[src/rtl/opseq_pkg.sv]
// Shared types and opcode decoding for the SPI opcode sequencer.
// Assumes 5-bit opcodes; lane codes index widths 1, 2 and 4.
package opseq_pkg;
    localparam int OPC_W = 5;

    typedef enum logic [1:0] {ST_IDLE, ST_CLK, ST_OUT, ST_IN} state_t;
    typedef enum logic [1:0] {LANE_1 = 2'd0, LANE_2 = 2'd1, LANE_4 = 2'd2} lane_t;

    localparam logic [4:0] OP_CS_HI   = 5'h00;
    localparam logic [4:0] OP_CS_LO   = 5'h01;
    localparam logic [4:0] OP_IDLECLK = 5'h02;
    localparam logic [4:0] OP_OUT1    = 5'h08;
    localparam logic [4:0] OP_OUT2    = 5'h09;
    localparam logic [4:0] OP_OUT4    = 5'h0A;
    localparam logic [4:0] OP_IN1     = 5'h0C;
    localparam logic [4:0] OP_IN2     = 5'h0E;
    localparam logic [4:0] OP_IN4     = 5'h0F;
    localparam logic [4:0] OP_TURN_LO = 5'h10;
    localparam logic [4:0] OP_TURN_HI = 5'h18;

    // True for plain and turnaround shift-out opcodes
    function automatic logic is_out(logic [4:0] op);
        return (op >= OP_OUT1 && op <= OP_OUT4) || (op >= OP_TURN_LO && op <= OP_TURN_HI);
    endfunction

    // True for shift-in opcodes
    function automatic logic is_in(logic [4:0] op);
        return op == OP_IN1 || op == OP_IN2 || op == OP_IN4;
    endfunction

    // Lane width used by a shift-out opcode
    function automatic lane_t out_lane(logic [4:0] op);
        if (op == OP_OUT1 || (op >= 5'h10 && op <= 5'h12)) return LANE_1;
        if (op == OP_OUT2 || (op >= 5'h13 && op <= 5'h15)) return LANE_2;
        return LANE_4;
    endfunction

    // Lane width used by a shift-in opcode
    function automatic lane_t in_lane(logic [4:0] op);
        if (op == OP_IN1) return LANE_1;
        if (op == OP_IN2) return LANE_2;
        return LANE_4;
    endfunction

    // Output-enable pattern for a lane width
    function automatic logic [3:0] lane_mask(lane_t l);
        case (l)
            LANE_1:  return 4'b0001;
            LANE_2:  return 4'b0011;
            default: return 4'b1111;
        endcase
    endfunction

    // Bits moved per SCK beat
    function automatic logic [3:0] lane_step(lane_t l);
        case (l)
            LANE_1:  return 4'd1;
            LANE_2:  return 4'd2;
            default: return 4'd4;
        endcase
    endfunction

    // Index of the final beat inside one byte
    function automatic logic [2:0] last_beat(lane_t l);
        case (l)
            LANE_1:  return 3'd7;
            LANE_2:  return 3'd3;
            default: return 3'd1;
        endcase
    endfunction
endpackage

[src/rtl/opseq_fifo.sv]
// Small first-word-fall-through queue for command words.
// Assumes pushes while full and pops while empty are simply dropped.
module opseq_fifo #(
    parameter int WIDTH = 14,
    parameter int DEPTH = 4
) (
    input  logic             clk,
    input  logic             rst_n,
    input  logic             push,
    input  logic [WIDTH-1:0] wdata,
    input  logic             pop,
    output logic [WIDTH-1:0] rdata,
    output logic             empty,
    output logic             full
);
    localparam int AW   = (DEPTH > 1) ? $clog2(DEPTH) : 1;
    localparam int CNTW = $clog2(DEPTH + 1);

    logic [WIDTH-1:0] mem [DEPTH];
    logic [AW-1:0]    wp, rp;
    logic [CNTW-1:0]  cnt;

    wire do_push = push && !full;
    wire do_pop  = pop && !empty;

    assign empty = (cnt == '0);
    assign full  = (cnt == CNTW'(DEPTH));
    assign rdata = mem[rp];

    function automatic logic [AW-1:0] bump(logic [AW-1:0] p);
        return (p == AW'(DEPTH - 1)) ? '0 : p + 1'b1;
    endfunction

    // Storage write
    always_ff @(posedge clk) begin
        if (do_push) mem[wp] <= wdata;
    end

    // Pointer and occupancy tracking
    always_ff @(posedge clk) begin
        if (!rst_n) begin
            wp <= '0; rp <= '0; cnt <= '0;
        end else begin
            if (do_push) wp <= bump(wp);
            if (do_pop)  rp <= bump(rp);
            if (do_push && !do_pop)      cnt <= cnt + 1'b1;
            else if (do_pop && !do_push) cnt <= cnt - 1'b1;
        end
    end

    a_r12_full_from_push: assert property (@(posedge clk) disable iff (!rst_n)
        $rose(full) |-> $past(push));
    a_r12_no_underflow: assert property (@(posedge clk) disable iff (!rst_n)
        $rose(empty) |-> $past(pop));
endmodule

[src/rtl/opseq_sck_gen.sv]
// SCK generator: while run is high, toggles sck every DIV_HALF clocks
// starting from a low phase; reports the clock on which each edge occurs.
// Assumes the controller drops run only on a falling event or while sck is low.
module opseq_sck_gen #(
    parameter int DIV_HALF = 2
) (
    input  logic clk,
    input  logic rst_n,
    input  logic run,
    output logic sck,
    output logic rise_evt,
    output logic fall_evt
);
    localparam int CW = (DIV_HALF > 1) ? $clog2(DIV_HALF) : 1;
    localparam logic [CW-1:0] LAST = CW'(DIV_HALF - 1);

    logic [CW-1:0] cnt;
    wire edge_now = run && (cnt == LAST);

    assign rise_evt = edge_now && !sck;
    assign fall_evt = edge_now && sck;

    // Half-period counter and clock toggle
    always_ff @(posedge clk) begin
        if (!rst_n || !run) begin
            cnt <= '0;
            sck <= 1'b0;
        end else if (cnt == LAST) begin
            cnt <= '0;
            sck <= ~sck;
        end else begin
            cnt <= cnt + 1'b1;
        end
    end

    a_r7_idle_low: assert property (@(posedge clk) disable iff (!rst_n)
        !run |=> !sck);
endmodule

[src/rtl/spi_opseq.sv]
// Half-duplex SPI master that executes queued micro-op commands.
// Assumes a first-word-fall-through transmit FIFO (tx_data valid while
// !tx_empty) and a receive FIFO that accepts rx_push while !rx_full.
module spi_opseq
    import opseq_pkg::*;
#(
    parameter int DIV_HALF = 2,
    parameter int QDEPTH   = 4,
    parameter int CNT_W    = 9
) (
    input  logic        clk,
    input  logic        rst_n,
    input  logic        op_push,
    input  logic [13:0] op_word,
    output logic        op_full,
    output logic        op_empty,
    input  logic [7:0]  tx_data,
    input  logic        tx_empty,
    output logic        tx_pop,
    input  logic        rx_full,
    output logic        rx_push,
    output logic [7:0]  rx_data,
    output logic        sck,
    output logic        cs_n,
    output logic [3:0]  io_out,
    output logic [3:0]  io_oe,
    input  logic [3:0]  io_in,
    output logic        op_error
);
    localparam int WORD_W = OPC_W + CNT_W;

    logic              q_pop, q_empty;
    logic [WORD_W-1:0] q_head;
    logic              run, rise_evt, fall_evt;

    opseq_fifo #(.WIDTH(WORD_W), .DEPTH(QDEPTH)) u_queue (
        .clk(clk), .rst_n(rst_n), .push(op_push), .wdata(op_word),
        .pop(q_pop), .rdata(q_head), .empty(q_empty), .full(op_full)
    );

    opseq_sck_gen #(.DIV_HALF(DIV_HALF)) u_sck (
        .clk(clk), .rst_n(rst_n), .run(run), .sck(sck),
        .rise_evt(rise_evt), .fall_evt(fall_evt)
    );

    state_t            state;
    lane_t             lw;
    logic              turn, loaded, pend;
    logic [CNT_W-1:0]  left;
    logic [2:0]        bcnt;
    logic [7:0]        sreg;

    wire [OPC_W-1:0] hd_op  = q_head[WORD_W-1 -: OPC_W];
    wire [CNT_W-1:0] hd_cnt = q_head[CNT_W-1:0];
    wire last_unit = (left == CNT_W'(1));
    wire byte_end  = fall_evt && (bcnt == 3'd0);

    assign q_pop    = (state == ST_IDLE) && !q_empty;
    assign op_empty = q_empty && (state == ST_IDLE);
    assign tx_pop   = (state == ST_OUT) && !tx_empty && (!loaded || (byte_end && !last_unit));

    // Lane mapping of the shift register onto the IO lines
    always_comb begin
        case (lw)
            LANE_1:  io_out = {3'b000, sreg[7]};
            LANE_2:  io_out = {2'b00, sreg[7:6]};
            default: io_out = sreg[7:4];
        endcase
    end

    // Shift register contents after one input sample
    logic [7:0] sampled;
    always_comb begin
        case (lw)
            LANE_1:  sampled = {sreg[6:0], io_in[1]};
            LANE_2:  sampled = {sreg[5:0], io_in[1:0]};
            default: sampled = {sreg[3:0], io_in};
        endcase
    end

    // Command decode and per-command bus sequencing
    always_ff @(posedge clk) begin
        if (!rst_n) begin
            state <= ST_IDLE; run <= 1'b0; cs_n <= 1'b1; io_oe <= 4'b0000;
            op_error <= 1'b0; lw <= LANE_1; turn <= 1'b0; loaded <= 1'b0;
            pend <= 1'b0; left <= '0; bcnt <= '0; sreg <= '0;
            rx_push <= 1'b0; rx_data <= '0;
        end else begin
            rx_push <= 1'b0;
            case (state)
                ST_IDLE: if (!q_empty) begin
                    if (hd_op == OP_CS_HI) begin
                        cs_n <= 1'b1;
                    end else if (hd_op == OP_CS_LO) begin
                        cs_n <= 1'b0;
                    end else if (hd_op == OP_IDLECLK) begin
                        if (hd_cnt != '0) begin
                            left <= hd_cnt; run <= 1'b1; state <= ST_CLK;
                        end
                    end else if (is_out(hd_op)) begin
                        if (hd_cnt != '0) begin
                            lw <= out_lane(hd_op); turn <= (hd_op >= OP_TURN_LO);
                            io_oe <= lane_mask(out_lane(hd_op));
                            left <= hd_cnt; loaded <= 1'b0; state <= ST_OUT;
                        end
                    end else if (is_in(hd_op)) begin
                        if (hd_cnt != '0) begin
                            lw <= in_lane(hd_op); io_oe <= 4'b0000; left <= hd_cnt;
                            bcnt <= last_beat(in_lane(hd_op)); pend <= 1'b0;
                            run <= 1'b1; state <= ST_IN;
                        end
                    end else begin
                        op_error <= 1'b1;
                    end
                end
                ST_CLK: if (fall_evt) begin
                    left <= left - 1'b1;
                    if (last_unit) begin run <= 1'b0; state <= ST_IDLE; end
                end
                ST_OUT: begin
                    if (!loaded) begin
                        if (!tx_empty) begin
                            sreg <= tx_data; loaded <= 1'b1; run <= 1'b1; bcnt <= last_beat(lw);
                        end
                    end else if (fall_evt) begin
                        if (bcnt != 3'd0) begin
                            sreg <= sreg << lane_step(lw); bcnt <= bcnt - 1'b1;
                        end else begin
                            left <= left - 1'b1;
                            if (last_unit) begin
                                run <= 1'b0; loaded <= 1'b0; state <= ST_IDLE;
                                if (turn) io_oe <= 4'b0000;
                            end else if (!tx_empty) begin
                                sreg <= tx_data; bcnt <= last_beat(lw);
                            end else begin
                                run <= 1'b0; loaded <= 1'b0;
                            end
                        end
                    end
                end
                ST_IN: begin
                    if (pend) begin
                        if (!rx_full) begin
                            rx_push <= 1'b1; pend <= 1'b0; left <= left - 1'b1;
                            if (last_unit) state <= ST_IDLE;
                            else begin run <= 1'b1; bcnt <= last_beat(lw); end
                        end
                    end else begin
                        if (rise_evt) sreg <= sampled;
                        if (fall_evt) begin
                            if (bcnt != 3'd0) begin
                                bcnt <= bcnt - 1'b1;
                            end else if (!rx_full) begin
                                rx_push <= 1'b1; rx_data <= sreg; left <= left - 1'b1;
                                bcnt <= last_beat(lw);
                                if (last_unit) begin run <= 1'b0; state <= ST_IDLE; end
                            end else begin
                                rx_data <= sreg; pend <= 1'b1; run <= 1'b0;
                            end
                        end
                    end
                end
                default: state <= ST_IDLE;
            endcase
        end
    end

    a_r2_cs_held_in_command: assert property (@(posedge clk) disable iff (!rst_n)
        (state != ST_IDLE) |=> $stable(cs_n));
    a_r4_lines_released_on_read: assert property (@(posedge clk) disable iff (!rst_n)
        (state == ST_IN) |-> (io_oe == 4'b0000));
    a_r8_clock_parked_when_starved: assert property (@(posedge clk) disable iff (!rst_n)
        (state == ST_OUT && !loaded) |-> !sck);
    a_r9_no_push_into_full: assert property (@(posedge clk) disable iff (!rst_n)
        rx_push |-> $past(!rx_full));
    a_r9_single_push_per_byte: assert property (@(posedge clk) disable iff (!rst_n)
        rx_push |=> !rx_push);
    a_r10_error_sticky: assert property (@(posedge clk) disable iff (!rst_n)
        op_error |=> op_error);
    a_r1_empty_means_idle_clock: assert property (@(posedge clk) disable iff (!rst_n)
        op_empty |-> !sck);
endmodule

[config.mk]
export PLATFORM = sky130hd
export DESIGN_NAME = spi_opseq
export DESIGN_NICKNAME = d
export VERILOG_FILES = /design/src/rtl/opseq_pkg.sv /design/src/rtl/opseq_fifo.sv /design/src/rtl/opseq_sck_gen.sv /design/src/rtl/spi_opseq.sv
export SDC_FILE = /design/constraint.sdc
export NUM_CORES = 1
export LEC_CHECK = 0
export BUFFER_PORTS_ARGS = -buffer_cell sky130_fd_sc_hd__buf_4
export CAP_MARGIN = 20
export CORE_UTILIZATION = 64
export DETAILED_ROUTE_END_ITERATION = 8
export PLACE_DENSITY = 0.85
export SLEW_MARGIN = 10
export SYNTH_ARGS = -nofsm -noshare
export SYNTH_HDL_FRONTEND = slang
export SYNTH_SLANG_ARGS = --single-unit
[constraint.sdc]
create_clock -name clk -period 6.6 [get_ports clk]
set_clock_uncertainty 0.15 [all_clocks]
set_input_delay 0.33 -clock clk [delete_from_list [all_inputs] [get_ports clk]]
set_output_delay 0.33 -clock clk [all_outputs]
set_load 0.01 [all_outputs]
==> results.sh <==
export IMPL_muxShareOfSynthArea_pct=13.0
export IMPL_hold_path_cell_count=1
export IMPL_regArea_mm2=0.00274
export IMPL_pin_count=54
export IMPL_cts_buffer_depth=2
export IMPL_layout_drive_gt1_share_pct=16.6
export IMPL_path_max_fanout=14
export IMPL_slowest_delay_ns=0.90
export IMPL_fin_util_pct=72.8
export IMPL_critPathBufInv=0
export IMPL_cp_end_kind="register"
export IMPL_power_mw=2.62
export IMPL_syn_num_nets=581
export IMPL_nFillCells=609
export IMPL_h_tree_depth=3
export IMPL_slew_violations=0
export IMPL_holdCritStartpoint="op_word[11]"
export IMPL_hold_ws_ns=0.0133
export IMPL_place_congestion=0.907
export IMPL_ys_async_sr_fraction_pct=0
export IMPL_cp_depth=5
export IMPL_drt_total_wl_um=12300
export IMPL_yosysWarningCount=0
export IMPL_portBuffers=53
export IMPL_crit_family="simple AND/OR/NAND/NOR gates"
export IMPL_num_antenna_cells=0
export IMPL_clk_latency_ns=0.37
export IMPL_overflow=0
export IMPL_dp_hpwl_um=8530
export IMPL_initial_core_util_pct=65.8
export IMPL_cts_root_buf="clkbuf_8"
export IMPL_cts_sinks=109
export IMPL_die_h_um=96.5
export IMPL_reg2reg_slack_ns=3.08
export IMPL_hold_viol=0
export IMPL_rsz0062_at_grt="false"
export IMPL_hold_end="u_queue.mem[3][11]"
export IMPL_grt_pass1_vias=4029
export IMPL_clkTransAtPathRegs_ns=0.11
export IMPL_synth_xor_area_share_pct=0.920
export IMPL_max_slew_worst_pin_slew_ns=0.922
export IMPL_crit_chain="mux4_2, nand2b_1, nor4_1, nor2_1, o311a_1"
export IMPL_worstPathArrival_ns=3.63
export IMPL_maxCapViolations=0
export IMPL_reg2reg_depth=5
export IMPL_slew_limit_headroom_pct=38.2
export IMPL_dp_cells=665
export IMPL_die_x_um=96.5
export IMPL_antenna_found_initial=0
export IMPL_yosys_area_share_simple_pct=15.4
export IMPL_crit_required_ns=6.71
export IMPL_vias=4429
export IMPL_finalNetCount=616
export IMPL_grt_max_degree=34
export IMPL_drc_errors=0
export IMPL_power_density_mw_per_mm2=415
export IMPL_final_cells=687
export IMPL_ys_types=73
export IMPL_final_setup_viol_count=0
export IMPL_core_mm2=0.00868
export IMPL_placed_area_mm2=0.00608
export IMPL_vias_per_cell=6.45
export IMPL_grt_pass1_wl_um=19200
export IMPL_synth_edf_count=56
export IMPL_pre_cts_slack_ns=3.15
export IMPL_min_period_ns=3.52
export IMPL_synth_cells=539
export IMPL_synth_top_family_by_area="compound AO/OA/AOI/OAI gates"
export IMPL_fin_area_mm2=0.00632
export IMPL_ys_ff_latch=109
export IMPL_grt_use_total_pct=27.4
export IMPL_period_share_pct=53.3
export IMPL_fp_dieArea_mm2=0.00931
export IMPL_area_growth_syn_to_layout_pct=10.6
export IMPL_worstSetupPathType="reg2reg"
export IMPL_setup_slack_ns=3.08
export IMPL_wl_per_cell_um=17.8
export IMPL_yosysSeqAreaShare_pct=48.0
export IMPL_synthAdderAreaFrac_pct=2.72
export IMPL_first_pass_iters=5
export IMPL_multiInputGateArea_mm2=0.00272
export IMPL_irDropWorstVdd_v=0.000249
export IMPL_cp_start_kind="register"
export IMPL_r2r_end="bcnt[2]"
export IMPL_antenna_left=0
export IMPL_synth_top_flop_cell="edfxtp_1"
export IMPL_cts_buffers=9
export IMPL_synth_area_mm2=0.00571
export IMPL_avgSynthCellArea_um2=10.6
export IMPL_cp_slowest_cell="dfxtp_1"
export IMPL_hold_path_class="in2reg"
export IMPL_synth_compound_area_share_pct=15.5
export IMPL_max_freq_ghz=0.284
export IMPL_fp_row_count=34
export IMPL_tritoncts="yes"
export IMPL_outcome="finished, final reports clean"
export IMPL_drt_iter0_markers=336
export IMPL_tns_ns=0
export IMPL_p_leak_nw=2.30
==> worst max path at each step <==
stage               endpoint     start  slack [ns]
global placement     left[2]  register        3.19
global route         bcnt[2]  register        2.89
finish               bcnt[2]  register        3.08
CTS                  left[2]  register        3.14
detailed placement   left[2]  register        3.15
floorplan            left[2]  register        4.08
==> report_power, final <==
group	switching, mW	leakage [nW]	total, mW	internal [mW]
clock network	0.246	0.0957	0.392	0.146
logic	0.735	1.26	1.25	0.510
registers	0.160	0.945	0.985	0.825
total	1.14	2.30	2.62	1.48
==> what timing repair did <==
action / 4_1_cts / 5_1_grt
hold endpoints to repair: 11 / 4
hold buffers: 5 / 1
setup buffers: 0 / 0
resized for setup: 0 / 0
==> cells by family (layout without fill, tap and decap cells) <==
logic type / after synthesis / count (layout)
and+or+nand+nor: 177 / 177
AOI/OAI and AO/OA: 126 / 126
DFF: 109 / 109
muxes: 55 / 55
buffers and inverters: 54 / 94
adders and majority gates: 12 / 12
xor gates and xnor gates: 6 / 6
==> layout by cell type, fill, tap and decap left out, drive strengths merged, types with 8 or more instances in the layout <==
cell type,count
a21oi,26
a31oi,8
and2,8
buf,56
clkbuf,9
dfxtp,53
edfxtp,56
ha,10
inv,18
mux2i,40
mux4,14
nand2,52
nand2b,10
nand3,8
nor2,50
nor3,15
o21ai,29
==> cells in the mapped netlist, types with 3 or more instances <==
| master | number | area [um2] |
|---|---|---|
| edfxtp_1 | 56 | 1680 |
| o311ai_0 | 3 | 26.3 |
| a311oi_1 | 5 | 43.8 |
| dfxtp_1 | 53 | 1060 |
| buf_6 | 3 | 33.8 |
| o311a_1 | 3 | 30.0 |
| nor2b_1 | 7 | 43.8 |
| ha_1 | 10 | 125 |
| o41ai_1 | 3 | 26.3 |
| mux4_2 | 10 | 225 |
| a21oi_1 | 25 | 125 |
| mux2i_1 | 40 | 400 |
| a211oi_1 | 3 | 22.5 |
| nand2_1 | 52 | 195 |
| nor2_1 | 50 | 188 |
| nor4_1 | 4 | 25.0 |
| o211ai_1 | 6 | 45.0 |
| or3_1 | 7 | 43.8 |
| a31oi_1 | 8 | 50.1 |
| nand2b_1 | 10 | 62.6 |
| o21ai_0 | 28 | 140 |
| nor3b_1 | 3 | 22.5 |
| and2_1 | 6 | 37.5 |
| a31o_1 | 7 | 61.3 |
| clkbuf_1 | 25 | 93.8 |
| buf_2 | 6 | 30.0 |
| inv_1 | 14 | 52.6 |
| nor3_1 | 13 | 65.1 |
| mux4_1 | 4 | 105 |
| o22ai_1 | 7 | 43.8 |
| xor2_1 | 4 | 35.0 |
| nand3_1 | 8 | 40.0 |
| o31ai_1 | 6 | 45.0 |
==> worst register-to-register path: stages, from the launching register on <==
cell and delay (ns):
dfxtp_1 0.90, mux4_2 0.75, nand2b_1 0.35, nor4_1 0.69, nor2_1 0.20, o311a_1 0.39
==> routing by layer <==
layer | wire [um] | up-vias | part of all wire, % | GRT usage [%]
met5 | 0 | - | 0 | 0
met4 | 281 | 0 | 2.3 | 11.8
met3 | 627 | 29 | 5.1 | 4.62
met2 | 6070 | 161 | 50 | 46.0
met1 | 5270 | 2150 | 43 | 34.9
li1 | - | 2089 | - | -
==> cell type report <==
class,count,area share [%]
Clock inverter,7,0.970
Sequential cell,109,43.4
Inverter,16,0.950
Clock buffer,9,1.96
Tap cell,108,2.14
Timing Repair Buffer,62,7.60
Multi-Input combinational cell,376,43.0
==> registers in the layout (all words and copies together) (netlist names), 2 cells and up, named ones only <==
register	flops
u_queue.mem	56
left	9
rx_data	8
sreg	8
bcnt	3
io_oe	3
u_queue.cnt	3
lw	2
state	2
u_queue.rp	2
u_queue.wp	2
Power figures use the tool's default switching activity.
